--- config.mk ---
export PLATFORM = sky130hd
export DESIGN_NAME = cs_retstack
export DESIGN_NICKNAME = d
export VERILOG_FILES = /design/src/rtl/cs_pkg.sv /design/src/rtl/cs_op_sel.sv /design/src/rtl/cs_lifo.sv /design/src/rtl/cs_flow.sv /design/src/rtl/cs_retstack.sv
export SDC_FILE = /design/constraint.sdc
export NUM_CORES = 1
export LEC_CHECK = 0
export ABC_CLOCK_PERIOD_IN_PS = 3450
export BUFFER_PORTS_ARGS = -buffer_cell sky130_fd_sc_hd__buf_2
export CORE_MARGIN = 4
export CORE_UTILIZATION = 45
export CTS_BUF_LIST = sky130_fd_sc_hd__clkbuf_4 sky130_fd_sc_hd__clkbuf_8 sky130_fd_sc_hd__clkbuf_16
export CTS_CLUSTER_SIZE = 30
export DETAILED_ROUTE_END_ITERATION = 10
export HOLD_SLACK_MARGIN = 0.08
export SYNTH_ARGS = -nofsm -noshare
export SYNTH_HDL_FRONTEND = slang
export SYNTH_SLANG_ARGS = --single-unit
--- constraint.sdc ---
create_clock -name clk -period 3.45 [get_ports clk]
set_input_delay 0.69 -clock clk [delete_from_list [all_inputs] [get_ports clk]]
set_output_delay 0.69 -clock clk [all_outputs]
set_load 0.01 [all_outputs]
--- src/rtl/cs_pkg.sv ---
package cs_pkg;

    typedef enum logic [2:0] {
        OP_NONE,
        OP_ADV,
        OP_JMP,
        OP_CALL,
        OP_IRQ,
        OP_RET,
        OP_RETL,
        OP_RETI
    } cs_op_e;

    typedef struct packed {
        logic adv;
        logic jmp;
        logic call;
        logic ret;
        logic retl;
        logic reti;
        logic irq;
    } cs_req_t;

    // Precedence: interrupt, call, jump, interrupt return, literal return,
    // plain return, advance.
    function automatic cs_op_e pick_op(cs_req_t r);
        if (r.irq)       return OP_IRQ;
        else if (r.call) return OP_CALL;
        else if (r.jmp)  return OP_JMP;
        else if (r.reti) return OP_RETI;
        else if (r.retl) return OP_RETL;
        else if (r.ret)  return OP_RET;
        else if (r.adv)  return OP_ADV;
        else             return OP_NONE;
    endfunction

    function automatic logic op_pushes(cs_op_e op);
        return (op == OP_CALL) || (op == OP_IRQ);
    endfunction

    function automatic logic op_pops(cs_op_e op);
        return (op == OP_RET) || (op == OP_RETL) || (op == OP_RETI);
    endfunction

endpackage

--- src/rtl/cs_op_sel.sv ---
module cs_op_sel
    import cs_pkg::*;
(
    input  cs_req_t req,
    output cs_op_e  op,
    output logic    do_push,
    output logic    do_pop
);
    always_comb begin
        op      = pick_op(req);
        do_push = op_pushes(op);
        do_pop  = op_pops(op);
    end
endmodule

--- src/rtl/cs_lifo.sv ---
module cs_lifo #(
    parameter int unsigned DEPTH = 8,
    parameter int unsigned W     = 13
) (
    input  logic         clk,
    input  logic         rst,
    input  logic         push,
    input  logic         pop,
    input  logic [W-1:0] push_data,
    output logic [W-1:0] top_data,
    output logic         uflow,
    output logic         oflow
);
    // DEPTH is a power of two so the pointer wraps on its own.
    localparam int unsigned PTR_W = $clog2(DEPTH);
    localparam int unsigned CNT_W = $clog2(DEPTH + 1);
    localparam logic [CNT_W-1:0] FULL = CNT_W'(DEPTH);

    logic [PTR_W-1:0] sp;
    logic [PTR_W-1:0] rd_ptr;
    logic [CNT_W-1:0] cnt;
    logic [W-1:0]     slot [DEPTH];

    for (genvar i = 0; i < DEPTH; i++) begin : g_slot
        logic [W-1:0] q;
        always_ff @(posedge clk) begin
            if (rst)
                q <= '0;
            else if (push && sp == PTR_W'(i))
                q <= push_data;
        end
        assign slot[i] = q;
    end

    assign rd_ptr   = sp - 1'b1;
    assign top_data = slot[rd_ptr];

    always_ff @(posedge clk) begin
        if (rst) begin
            sp    <= '0;
            cnt   <= '0;
            uflow <= 1'b0;
            oflow <= 1'b0;
        end else if (push) begin
            sp <= sp + 1'b1;
            if (cnt == FULL) oflow <= 1'b1;
            else             cnt   <= cnt + 1'b1;
        end else if (pop) begin
            sp <= rd_ptr;
            if (cnt == '0) uflow <= 1'b1;
            else           cnt   <= cnt - 1'b1;
        end
    end

    a_r9_uflow_sticky: assert property (@(posedge clk) disable iff (rst)
        uflow |=> uflow);
    a_r10_oflow_sticky: assert property (@(posedge clk) disable iff (rst)
        oflow |=> oflow);
    a_r9_empty_pop_flags: assert property (@(posedge clk) disable iff (rst)
        (pop && !push && cnt == '0) |=> uflow);
    a_r10_full_push_flags: assert property (@(posedge clk) disable iff (rst)
        (push && cnt == FULL) |=> oflow);
    a_r11_single_port_op: assert property (@(posedge clk) disable iff (rst)
        !(push && pop));
endmodule

--- src/rtl/cs_flow.sv ---
module cs_flow
    import cs_pkg::*;
#(
    parameter int unsigned PC_W  = 13,
    parameter int unsigned LIT_W = 8
) (
    input  logic             clk,
    input  logic             rst,
    input  cs_op_e           op,
    input  logic [PC_W-1:0]  tgt,
    input  logic [PC_W-1:0]  vec,
    input  logic [LIT_W-1:0] lit,
    input  logic [PC_W-1:0]  top_data,
    output logic [PC_W-1:0]  push_data,
    output logic [PC_W-1:0]  pc,
    output logic             gie,
    output logic             w_ld,
    output logic [LIT_W-1:0] w_val
);
    logic [PC_W-1:0] pc_inc;
    assign pc_inc    = pc + PC_W'(1);
    // Interrupt entry saves the instruction not yet run; a call saves the next one.
    assign push_data = (op == OP_IRQ) ? pc : pc_inc;

    always_ff @(posedge clk) begin
        if (rst) begin
            pc    <= '0;
            gie   <= 1'b0;
            w_ld  <= 1'b0;
            w_val <= '0;
        end else begin
            w_ld <= 1'b0;
            unique case (op)
                OP_ADV:  pc <= pc_inc;
                OP_JMP:  pc <= tgt;
                OP_CALL: pc <= tgt;
                OP_IRQ: begin
                    pc  <= vec;
                    gie <= 1'b0;
                end
                OP_RET:  pc <= top_data;
                OP_RETL: begin
                    pc    <= top_data;
                    w_ld  <= 1'b1;
                    w_val <= lit;
                end
                OP_RETI: begin
                    pc  <= top_data;
                    gie <= 1'b1;
                end
                default: ;
            endcase
        end
    end

    a_r2_step_increments: assert property (@(posedge clk) disable iff (rst)
        (op == OP_ADV) |=> pc == $past(pc) + PC_W'(1));
    a_r3_jump_target: assert property (@(posedge clk) disable iff (rst)
        (op == OP_JMP) |=> pc == $past(tgt));
    a_r4_call_target: assert property (@(posedge clk) disable iff (rst)
        (op == OP_CALL) |=> pc == $past(tgt));
    a_r6_literal_strobe: assert property (@(posedge clk) disable iff (rst)
        (op == OP_RETL) |=> (w_ld && w_val == $past(lit)));
    a_r6_literal_holds: assert property (@(posedge clk) disable iff (rst)
        (op != OP_RETL) |=> (!w_ld && $stable(w_val)));
    a_r7_irq_masks: assert property (@(posedge clk) disable iff (rst)
        (op == OP_IRQ) |=> !gie);
    a_r8_reti_unmasks: assert property (@(posedge clk) disable iff (rst)
        (op == OP_RETI) |=> gie);
    a_r11_idle_holds: assert property (@(posedge clk) disable iff (rst)
        (op == OP_NONE) |=> $stable(pc));
endmodule

--- src/rtl/cs_retstack.sv ---
module cs_retstack
    import cs_pkg::*;
#(
    parameter int unsigned PC_W  = 13,
    parameter int unsigned DEPTH = 8,
    parameter int unsigned LIT_W = 8
) (
    input  logic             clk,
    input  logic             rst,
    input  logic             step,
    input  logic             jump,
    input  logic             call,
    input  logic             ret,
    input  logic             ret_lit,
    input  logic             ret_int,
    input  logic             int_req,
    input  logic [PC_W-1:0]  target,
    input  logic [PC_W-1:0]  int_vector,
    input  logic [LIT_W-1:0] literal,
    output logic [PC_W-1:0]  pc,
    output logic             w_load,
    output logic [LIT_W-1:0] w_value,
    output logic             gie,
    output logic             stk_underflow,
    output logic             stk_overflow
);
    cs_req_t         req;
    cs_op_e          op;
    logic            do_push;
    logic            do_pop;
    logic [PC_W-1:0] push_data;
    logic [PC_W-1:0] top_data;

    assign req = '{adv: step, jmp: jump, call: call, ret: ret,
                   retl: ret_lit, reti: ret_int, irq: int_req};

    cs_op_sel u_sel (
        .req     (req),
        .op      (op),
        .do_push (do_push),
        .do_pop  (do_pop)
    );

    cs_lifo #(.DEPTH(DEPTH), .W(PC_W)) u_lifo (
        .clk       (clk),
        .rst       (rst),
        .push      (do_push),
        .pop       (do_pop),
        .push_data (push_data),
        .top_data  (top_data),
        .uflow     (stk_underflow),
        .oflow     (stk_overflow)
    );

    cs_flow #(.PC_W(PC_W), .LIT_W(LIT_W)) u_flow (
        .clk       (clk),
        .rst       (rst),
        .op        (op),
        .tgt       (target),
        .vec       (int_vector),
        .lit       (literal),
        .top_data  (top_data),
        .push_data (push_data),
        .pc        (pc),
        .gie       (gie),
        .w_ld      (w_load),
        .w_val     (w_value)
    );

    a_r5_pop_loads_top: assert property (@(posedge clk) disable iff (rst)
        do_pop |=> pc == $past(top_data));
    a_r7_irq_vector: assert property (@(posedge clk) disable iff (rst)
        int_req |=> pc == $past(int_vector));
    a_r1_reset_state: assert property (@(posedge clk)
        rst |=> (pc == '0 && !gie && !w_load && !stk_underflow && !stk_overflow));
endmodule

==> flow_metrics.tcl <==
set metrics [dict create \
    status "completed" \
    core_sq_mm 0.0140 \
    placementRows 43 \
    syn_area_sq_mm 0.00648 \
    numCtsBuffers 17 \
    post-route-cell-area_sq_mm 0.00762 \
    clock_skew_ps 6.11 \
    arrival_ps 2890 \
    area_growth_pct 17.6 \
    overflow 0 \
    highest_layer "met4" \
    timing.fmax_ghz 0.387 \
    layout.nets 791 \
    wl_mm 17.0 \
    drt-initial-drc-count 479 \
    worstMarginPinSlew_ps 929 \
    vias 5552 \
    power.density_mw_per_mm2 572 \
    routed_via_density 5.97 \
    cts_tree "yes" \
    antenna_found_initial 0 \
    route.met2.wl_mm 7.35 \
    p_comb_share_pct 17.7 \
    nFillCells 1265 \
    initial_core_util_pct 46.4 \
    clock_latency_ps 410 \
    cts_resized 0 \
    crit_fanout 9 \
    avgSynthCellArea_sq_um 9.37 \
    maxSlewViolCount 0 \
    root_buffer "clkbuf_16" \
    switchingPower_uw 1180 \
    ys.flop_type "dfxtp_1" \
    finalSetupViolations 0 \
    htree_levels 4 \
    synth_seq_area_share_pct 42.0 \
    ctsHoldBuffers 0 \
    power_frac_seq_pct 40.6 \
    worst_ir_drop_vdd_uv 325 \
    yosys.cell_types.count 49 \
    grt_pass1_vias 5071 \
    cp_data_required_time_ps 3750 \
    sw_frac_of_total_pct 27.0 \
    die_y_um 128 \
    start_kind "flop" \
    clk_pin_slew_worst_paths_ps 60 \
    critPathTopFamily "simple AND/OR/NAND/NOR gates" \
    drive_gt1_share_pct 21.2 \
    intPower_uw 3190 \
    dr.pass1.iters 5 \
    tns_ps 0 \
    mostFrequentLayoutCells "dfxtp_1 (136), nor2_1 (122), a211oi_1 (66), buf_2 (66), mux2i_1 (47)" \
    maxCapViolations 0 \
    hold_violations 0 \
    diodes 0 \
    syn_nets 746 \
    grt_pass1_wl_mm 27.4 \
    synth_warnings 0 \
    grt_usage_pct 21.0 \
    p_clk_share_pct 41.8 \
    finalCriticalPeriod_ps 2580 \
    hpwl_mm 11.2 \
    drc 0 \
    synth-edff-count 0 \
    place_area_sq_mm 0.00702 \
    slowest_delay_ps 680 \
    final_antenna_net_count 0 \
    min_period_over_period_pct 74.9 \
    ys_ff_latch 136 \
    grt_max_degree 86 \
    hp-class "flop to flop" \
    gp_congestion 0.810 \
    final_core_util_pct 54.5 \
    place_ws_ps 716 \
    layout_commonest_cell "dfxtp_1" \
    cts_sinks 136 \
    avgRoutedWirePerCell_um 18.2 \
    wl_met1_mm 8.19 \
    slowest_stage "or4_1" \
    portBuffers 67 \
    rsz0062_at_grt "no" \
    ys_async_sr_fraction_pct 0 \
    worstSetupPathType "flop to flop" \
    die_width_um 128 \
    end_kind "flop" \
    postCtsSetupBuffers 0 \
    cp_cell_sequence "ha_1 -> nand3_2 -> or3_1 -> or4_1 -> a311oi_1" \
    whs_ps 471 \
    path_buf_inv 0 \
    leakagePower_uw 0.00273 \
    synthCells 692 \
    io_pins 68 \
    setup_ws_ps 866 \
    cts_buffer_depth 2 \
    fp.dieArea_sq_mm 0.0164 \
    timing.slew.headroom_pct 37.6 \
    met3WireLength_mm 1.15 \
]
-- final cells by class --
class,count,area [sq um],area share (%)
Sequential cell,136,2720,35.7
Clock inverter,7,91.3,1.20
Clock buffer,25,510,6.70
Inverter,7,26.3,0.345
Timing Repair Buffer,91,543,7.12
Tap cell,180,225,2.95
Multi-Input combinational cell,484,3510,46.0
-- path summary, 6_finish.rpt --
kind              cells past startpoint             from  slack [ps]                      to
hold reg to reg                       2  u_flow.w_val[4]         470         u_flow.w_val[4]
setup reg to reg                      5     u_flow.pc[0]         870  u_lifo.g_slot[0].q[12]
hold / removal                        2  u_flow.w_val[4]         470         u_flow.w_val[4]
setup / recovery                      5     u_flow.pc[0]         870  u_lifo.g_slot[0].q[12]
-- synthesized netlist by cell type (4+ instances only) --
library cell	n	area [sq um]
ha_1	10	125
a211oi_1	67	503
o31a_1	5	43.8
a311oi_1	39	342
buf_2	9	45.0
o21ai_0	16	80.1
xnor2_1	10	87.6
nand2_1	25	93.8
a21oi_1	19	95.1
mux4_2	18	405
and3_1	7	43.8
mux2i_1	47	470
dfxtp_1	136	2720
nor2_1	122	458
nor3_1	10	50.1
o221ai_1	6	52.6
inv_1	6	22.5
clkbuf_1	56	210
o31ai_1	7	52.6
o32a_1	4	40.0
or3_1	9	56.3
o221a_2	6	67.6
nor4_1	9	56.3
nand3_1	13	65.1
-- power by group through the flow --
stage               Combinational (uW)  Sequential [uW]  Clock [uW]
CTS                                773             1770        1850
global route                       851             1780        1920
finish                             771             1770        1820
global placement                   755             1800           0
detailed placement                 771             1800           0
floorplan                          549             1790           0
-- through the flow --
step,power [uW],instances
2_1_floorplan,2340,692
3_3_place_gp,2550,898
3_5_place_dp,2570,898
4_1_cts,4400,930
5_1_grt,4560,930
6_report,4360,930
-- kinds of logic after synthesis --
kind of cell | share of synthesized area [%]
muxes | 13.7
and+or+nand+nor | 14.3
adders and majority gates | 2.24
xor gates and xnor gates | 1.76
DFF | 42.0
AOI/OAI and AO/OA | 21.7
buffers and inverters | 4.34
-- state kept, by name, summed over array words and instances, names as in the netlist --
register         count
u_flow.w_ld          1
u_flow.pc           13
u_lifo.uflow         1
u_lifo.oflow         1
u_lifo.cnt           4
u_lifo.sp            3
u_lifo.g_slot.q    104
u_flow.gie           1
u_flow.w_val         8
-- per-layer routing --
metal  global-route usage [%]  up-vias
met4                     6.93        0
met5                        0        -
met3                     4.58       23
li1                         -     2699
met1                     30.5     2651
met2                     31.0      179
-- worst reg2reg max path, delay by kind of cell (launching register included) --
| kind | cells | cell delay [ps] |
|---|---|---|
| compound gates | 1 | 360 |
| fa+ha+maj | 1 | 240 |
| flops | 1 | 490 |
| simple gates | 3 | 1390 |
(Power assumes the default switching activity.)
